<file path="src/rtl/icyc_pkg.sv">
package icyc_pkg;

  typedef enum logic {
    TAP_PULSE  = 1'b0,
    TAP_SQUARE = 1'b1
  } tap_mode_e;

  // a code is usable when it names one of the counter stages
  function automatic logic code_legal(input int code, input int n_stages);
    return (code >= 1) && (code <= n_stages);
  endfunction

endpackage

</file>
<file path="src/rtl/icyc_rst_sync.sv">
module icyc_rst_sync #(
  parameter int STAGES = 2
) (
  input  logic clk_i,
  input  logic rst_ni,
  output logic rst_sync_no
);

  logic [STAGES-1:0] sync_q;
  logic [STAGES-1:0] sync_d;

  always_comb begin
    sync_d = {sync_q[STAGES-2:0], 1'b1};
  end

  always_ff @(posedge clk_i or negedge rst_ni) begin
    if (!rst_ni) sync_q <= '0;
    else         sync_q <= sync_d;
  end

  assign rst_sync_no = sync_q[STAGES-1];

endmodule

</file>
<file path="src/rtl/icyc_phase_div.sv">
module icyc_phase_div #(
  parameter int DIV = 6,
  localparam int PH_W = (DIV > 1) ? $clog2(DIV) : 1
) (
  input  logic clk_i,
  input  logic rst_ni,
  output logic instr_en_o
);

  localparam logic [PH_W-1:0] PH_LAST = PH_W'(DIV - 1);

  logic [PH_W-1:0] ph_q;
  logic [PH_W-1:0] ph_d;
  logic            wrap;

  always_comb begin
    wrap = (ph_q == PH_LAST);
    ph_d = wrap ? '0 : ph_q + 1'b1;
  end

  always_ff @(posedge clk_i or negedge rst_ni) begin
    if (!rst_ni) ph_q <= '0;
    else         ph_q <= ph_d;
  end

  assign instr_en_o = wrap;

  assert_phase_range_R1: assert property (@(posedge clk_i) disable iff (!rst_ni)
    ph_q <= PH_LAST);

  assert_enable_single_R1: assert property (@(posedge clk_i) disable iff (!rst_ni)
    instr_en_o |=> !instr_en_o);

endmodule

</file>
<file path="src/rtl/icyc_ripple_cnt.sv">
module icyc_ripple_cnt #(
  parameter int CNT_W = 12
) (
  input  logic             clk_i,
  input  logic             rst_ni,
  input  logic             instr_en_i,
  output logic [CNT_W-1:0] cnt_o
);

  logic [CNT_W-1:0] cnt_q;
  logic [CNT_W-1:0] cnt_d;

  always_comb begin
    cnt_d = cnt_q;
    if (instr_en_i) cnt_d = cnt_q + 1'b1;
  end

  always_ff @(posedge clk_i or negedge rst_ni) begin
    if (!rst_ni) cnt_q <= '0;
    else         cnt_q <= cnt_d;
  end

  assign cnt_o = cnt_q;

  assert_cnt_hold_R2: assert property (@(posedge clk_i) disable iff (!rst_ni)
    !$past(instr_en_i) |-> $stable(cnt_q));

  assert_cnt_step_R3: assert property (@(posedge clk_i) disable iff (!rst_ni)
    $past(instr_en_i) |-> (cnt_q == CNT_W'($past(cnt_q) + 1'b1)));

endmodule

</file>
<file path="src/rtl/icyc_tap.sv">
module icyc_tap
  import icyc_pkg::*;
#(
  parameter int        CNT_W  = 12,
  parameter int        CODE_W = 4,
  parameter tap_mode_e MODE   = TAP_PULSE
) (
  input  logic              clk_i,
  input  logic              rst_ni,
  input  logic              instr_en_i,
  input  logic [CNT_W-1:0]  cnt_i,
  input  logic [CODE_W-1:0] code_i,
  output logic              tap_o
);

  logic             legal;
  logic [CNT_W-1:0] mask;
  logic             hit;
  logic             tap_q;
  logic             tap_d;
  int               span;

  // a pulse tap fires on the carry out of stage c-1, a square tap
  // toggles on the carry into stage c-1
  always_comb begin
    legal = code_legal(int'(code_i), CNT_W);
    span  = (MODE == TAP_PULSE) ? int'(code_i) : int'(code_i) - 1;
    for (int i = 0; i < CNT_W; i++) begin
      mask[i] = (i < span);
    end
    hit = legal && instr_en_i && ((cnt_i & mask) == mask);
  end

  generate
    if (MODE == TAP_PULSE) begin : g_pulse
      always_comb begin
        tap_d = hit;
      end
    end else begin : g_square
      always_comb begin
        tap_d = legal ? (tap_q ^ hit) : 1'b0;
      end
    end
  endgenerate

  always_ff @(posedge clk_i or negedge rst_ni) begin
    if (!rst_ni) tap_q <= 1'b0;
    else         tap_q <= tap_d;
  end

  assign tap_o = tap_q;

  assert_illegal_quiet_R7: assert property (@(posedge clk_i) disable iff (!rst_ni)
    $past(!legal) |-> !tap_q);

  generate
    if (MODE == TAP_PULSE) begin : g_pulse_chk
      assert_tick_on_instr_R4: assert property (@(posedge clk_i) disable iff (!rst_ni)
        tap_q |-> $past(instr_en_i));
      assert_tick_single_R4: assert property (@(posedge clk_i) disable iff (!rst_ni)
        tap_q |=> !tap_q);
    end else begin : g_square_chk
      assert_wave_edge_R6: assert property (@(posedge clk_i) disable iff (!rst_ni)
        (tap_q != $past(tap_q)) |-> ($past(instr_en_i) || $past(!legal)));
    end
  endgenerate

endmodule

</file>
<file path="src/rtl/icyc_prescaler.sv">
module icyc_prescaler
  import icyc_pkg::*;
#(
  parameter int OSC_DIV    = 6,
  parameter int CNT_W      = 12,
  parameter int CODE_W     = 4,
  parameter int RST_STAGES = 2
) (
  input  logic              clk_i,
  input  logic              rst_ni,
  input  logic [CODE_W-1:0] tmr_code_i,
  input  logic [CODE_W-1:0] ser_code_i,
  input  logic [CODE_W-1:0] ckout_code_i,
  input  logic              ser_mode_i,
  output logic              instr_en_o,
  output logic              tmr_tick_o,
  output logic              ser_tick_o,
  output logic              ckout_o,
  output logic              ckout_oe_o
);

  localparam int N_TAPS = 3;
  localparam int TAP_TMR = 0;
  localparam int TAP_SER = 1;
  localparam int TAP_CK  = 2;

  logic                           rst_n_sync;
  logic                           instr_en;
  logic [CNT_W-1:0]               cnt;
  logic [N_TAPS-1:0][CODE_W-1:0]  codes;
  logic [N_TAPS-1:0]              taps;

  icyc_rst_sync #(.STAGES(RST_STAGES)) u_rst_sync (
    .clk_i       (clk_i),
    .rst_ni      (rst_ni),
    .rst_sync_no (rst_n_sync)
  );

  icyc_phase_div #(.DIV(OSC_DIV)) u_phase_div (
    .clk_i      (clk_i),
    .rst_ni     (rst_n_sync),
    .instr_en_o (instr_en)
  );

  icyc_ripple_cnt #(.CNT_W(CNT_W)) u_cnt (
    .clk_i      (clk_i),
    .rst_ni     (rst_n_sync),
    .instr_en_i (instr_en),
    .cnt_o      (cnt)
  );

  always_comb begin
    codes[TAP_TMR] = tmr_code_i;
    codes[TAP_SER] = ser_code_i;
    codes[TAP_CK]  = ckout_code_i;
  end

  for (genvar t = 0; t < N_TAPS; t++) begin : g_tap
    icyc_tap #(
      .CNT_W  (CNT_W),
      .CODE_W (CODE_W),
      .MODE   ((t == TAP_CK) ? TAP_SQUARE : TAP_PULSE)
    ) u_tap (
      .clk_i      (clk_i),
      .rst_ni     (rst_n_sync),
      .instr_en_i (instr_en),
      .cnt_i      (cnt),
      .code_i     (codes[t]),
      .tap_o      (taps[t])
    );
  end

  assign instr_en_o = instr_en;
  assign tmr_tick_o = taps[TAP_TMR];
  assign ser_tick_o = taps[TAP_SER];
  assign ckout_oe_o = !ser_mode_i;
  assign ckout_o    = taps[TAP_CK] && !ser_mode_i;

  assert_pad_quiet_R8: assert property (@(posedge clk_i) disable iff (!rst_ni)
    ser_mode_i |-> (!ckout_o && !ckout_oe_o));

endmodule

</file>
<file path="config.mk">
export PLATFORM = sky130hd
export DESIGN_NAME = icyc_prescaler
export DESIGN_NICKNAME = d
export VERILOG_FILES = /design/src/rtl/icyc_pkg.sv /design/src/rtl/icyc_rst_sync.sv /design/src/rtl/icyc_phase_div.sv /design/src/rtl/icyc_ripple_cnt.sv /design/src/rtl/icyc_tap.sv /design/src/rtl/icyc_prescaler.sv
export SDC_FILE = /design/constraint.sdc
export NUM_CORES = 1
export LEC_CHECK = 0
export ABC_AREA = 1
export BUFFER_PORTS_ARGS = -buffer_cell sky130_fd_sc_hd__buf_2
export CAP_MARGIN = 0
export CELL_PAD_IN_SITES_DETAIL_PLACEMENT = 1
export CELL_PAD_IN_SITES_GLOBAL_PLACEMENT = 1
export CORE_MARGIN = 4
export CORE_UTILIZATION = 37
export CTS_CLUSTER_DIAMETER = 120
export DETAILED_ROUTE_END_ITERATION = 10
export PLACE_DENSITY_LB_ADDON = 0.15
export SLEW_MARGIN = 5
export SYNTH_ARGS = -nofsm -noshare
export SYNTH_HDL_FRONTEND = slang
export SYNTH_SLANG_ARGS = --single-unit
</file>
<file path="constraint.sdc">
create_clock -name clk_i -period 0.8 [get_ports clk_i]
set_clock_uncertainty 0.15 [all_clocks]
set_input_delay 0 -clock clk_i [delete_from_list [all_inputs] [get_ports clk_i]]
set_output_delay 0 -clock clk_i [all_outputs]
set_load 0.005 [all_outputs]
</file>
==> qor.yml <==
finish:
  fin_nets: 269
  syn2layout_area_growth_pct: 69.1
  diodes: 0
  finalNonFillerCells: 295
  stdcell_area_um2: 2230
  utilization_pct: 65.9
  drive_gt1_share_pct: 52.2
power_and_ir_drop:
  p_comb_share_pct: 15.4
  p_per_area_nw_per_um2: 1000
  swShare_pct: 24.9
  power.total_mw: 2.24
  p_int_mw: 1.68
  p_clk_share_pct: 38.6
  p_switching_uw: 558
  power_leakage_nw: 1.19
  power_frac_seq_pct: 46.0
  peakVddDrop_v: 0.00102
setup_path:
  rr_startpoint: "u_cnt.cnt_o[4]"
  crit_chain: "nand2_1, nor2_2, nand2_1, nor2_2, nand2_1, nand2_1, nand2_1, nand2_1, nand2_1, nand2_1, nand2_1, nor2_1"
  end_kind: "register"
  crit_type: "reg2reg"
  start_kind: "register"
  path_delay_family: "simple AND/OR/NAND/NOR gates"
  slowest_delay_ns: 0.44
  slowest_stage: "dfrtp_1"
  required_ns: 0.91
  crit_fanout: 3
  crit_top_cell: "nand2_1"
  startpoint: "u_cnt.cnt_o[4]"
  crit_buf_inv: 0
  cp.arrival_ns: 1.86
synthesis:
  yosys.area.top_type: "dfrtp_1"
  avgSynthCellArea_um2: 7.95
  synth_top_family_by_area: "simple AND/OR/NAND/NOR gates"
  synthFlopType: "dfrtp_1"
  synth_edf_count: 0
  ys_types: 35
  yosys-mux-area-fraction_pct: 0.853
  yosysWarnings: 0
  synthAdderAreaFrac_pct: 3.79
  async_flop_share_pct: 100
  synth_compound_area_share_pct: 11.2
  synth_most_common_cell: "nand2_1"
  syn_nets: 185
  syn_inst: 166
  synth_common_cells: "nand2_1 (32), inv_1 (25), nor2_1 (21)"
  ys_seq_elements: 20
  synth_top_area_share_pct: 37.9
  netlist_top_cells_area: "dfrtp_1 (38%), nand2_1 (9.1%), inv_1 (7.1%), xor2_1 (6.6%), nor2_1 (6.0%)"
  yosysSeqAreaShare_pct: 37.9
  yosys.area_share.xor_xnor_pct: 7.30
  synth_simple_gate_area_share_pct: 30.4
  syn-cell-area_um2: 1320
status:
  status: "finished, violations left"
  failed_checks: "hold timing, setup timing"
hold_path:
  worstHoldStart: "tmr_code_i[3]"
  hold_class: "in2reg"
global_routing:
  grt_overflow: 0
  grt_pass1_vias: 1615
  grt_max_degree: 19
  grt_pass1_wl_mm: 8.23
  grtUsageTotal_pct: 25.2
  grt_antenna_before_repair: 0
clock_network:
  numCtsBuffers: 3
  clk_pin_slew_ns: 0.13
  cts_tree: "done"
  cts_htree_levels: 1
  root_buffer: "clkbuf_4"
  clock_path_buffers: 2
  cts.sinks: 20
  clock_latency_ns: 0.32
detailed_routing:
  drc_errors: 0
  via_per_inst: 5.22
  drtAntennaViolNets: 0
  vias: 1539
  drt-total-wl_mm: 5.88
  post_drt_wl_per_cell_um: 19.9
  first_pass_iters: 4
  drt_iter0_drc: 74
timing:
  fmax_mhz: 569
  whs_ns: -0.0504
  drv_slew: 0
  final-hold-violation-count: 1
  fin_setup_tns_ns: -12.72
  rsz0062_at_grt: "true"
  fin_ws_ns: -0.956
  period_share_pct: 220
  setup_viol_count_final: 22
  min_period_ns: 1.76
place:
  pre_cts_slack_ns: -0.788
  dp.cells: 276
  hpwl_mm: 3.25
  routabilityCongestion: 0.870
  place_area_um2: 1840
  portBuffers: 19
floorplan:
  io_pins: 20
  fp-row-count: 21
  core-area_um2: 3390
  fp.dieArea_um2: 4590
  die_h_um: 67.7
  start_util_pct: 38.9
  die_w_um: 67.7
job:
  cap_violations: 0
==> worst paths after layout <==
path | cells past startpoint | slack, ns | to
setup / recovery | 12 | -0.96 | g_tap[2].u_tap.tap_o
hold / removal | 4 | -0.05 | g_tap[0].u_tap.tap_o
setup reg to reg | 12 | -0.96 | g_tap[2].u_tap.tap_o
hold reg to reg | 1 | 0.05 | u_cnt.cnt_o[0]
max in group asynchronous | 3 | 0.02 | u_rst_sync.sync_q[0]
min in group asynchronous | 1 | 0.05 | u_cnt.cnt_o[0]
==> cells by family after synthesis <==
kind of cell / count (synthesis)
simple gates: 78
buf+inv: 28
compound gates: 23
flops: 20
xor+xnor: 11
fa+ha+maj: 4
other cells: 1
mux: 1
==> timing repair <==
item / in CTS / in global routing
hold endpoints to repair: 4 / 3
pin swaps: 8 / 9
setup endpoints to repair: 22 / 24
hold buffers: 3 / 1
buffers inserted: 10 / 10
resized for setup: 24 / 36
==> flip-flops by register name (all words and copies together) (netlist names) <==
signal and cells:
u_cnt.cnt_o 12, u_phase_div.ph_q 3, g_tap.u_tap.tap_o 3, u_rst_sync.sync_q 2
==> per-layer routing <==
metal  up-vias  GRT usage (%)  part of all wire, %
li1        690              -                    -
met1       757           29.1                   38
met2        68           45.9                   52
met3        24           4.49                  5.3
met4         0           8.86                  3.9
met5         -              0                    0
==> placed cells by master (no fill, tap or decap), drive strengths merged <==
cell type     n
a211oi        1
a21oi         3
a31oi         2
buf          77
bufinv        1
clkbuf        3
conb          1
dfrtp        20
dlygate4sd3   3
ha            4
inv          27
mux2          1
nand2        36
nand3         7
nand4         1
nor2         27
nor3          4
o2111ai       1
o211ai        1
o21ai         7
o21bai        1
o221ai        1
o22ai         2
o31ai         2
o32ai         2
or2           3
xnor2         1
xor2         10
==> worst register-to-register path: cells and delay by family, from the launching register on <==
kind,cells,cell delay (ns)
flip-flops,1,0.44
AND/OR/NAND/NOR,12,1.10
==> cell type report <==
class / instances / area (um2)
clock inverters: 1 / 30.0
well taps: 46 / 57.6
flip-flops and latches: 20 / 508
multi-input cells: 118 / 855
repair buffers: 80 / 656
inverters: 27 / 104
fillers: 398 / 1160
clock buffers: 3 / 22.5
==> power groups by stage <==
stage | combinational, mW | clock (mW) | sequential (mW)
after floorplan | 0.116 | 0 | 1.06
after global routing | 0.378 | 0.921 | 1.03
after global placement | 0.266 | 0 | 1.05
final | 0.346 | 0.864 | 1.03
after CTS | 0.314 | 0.863 | 1.03
after detailed placement | 0.282 | 0 | 1.05
(Power assumes the default switching activity.)
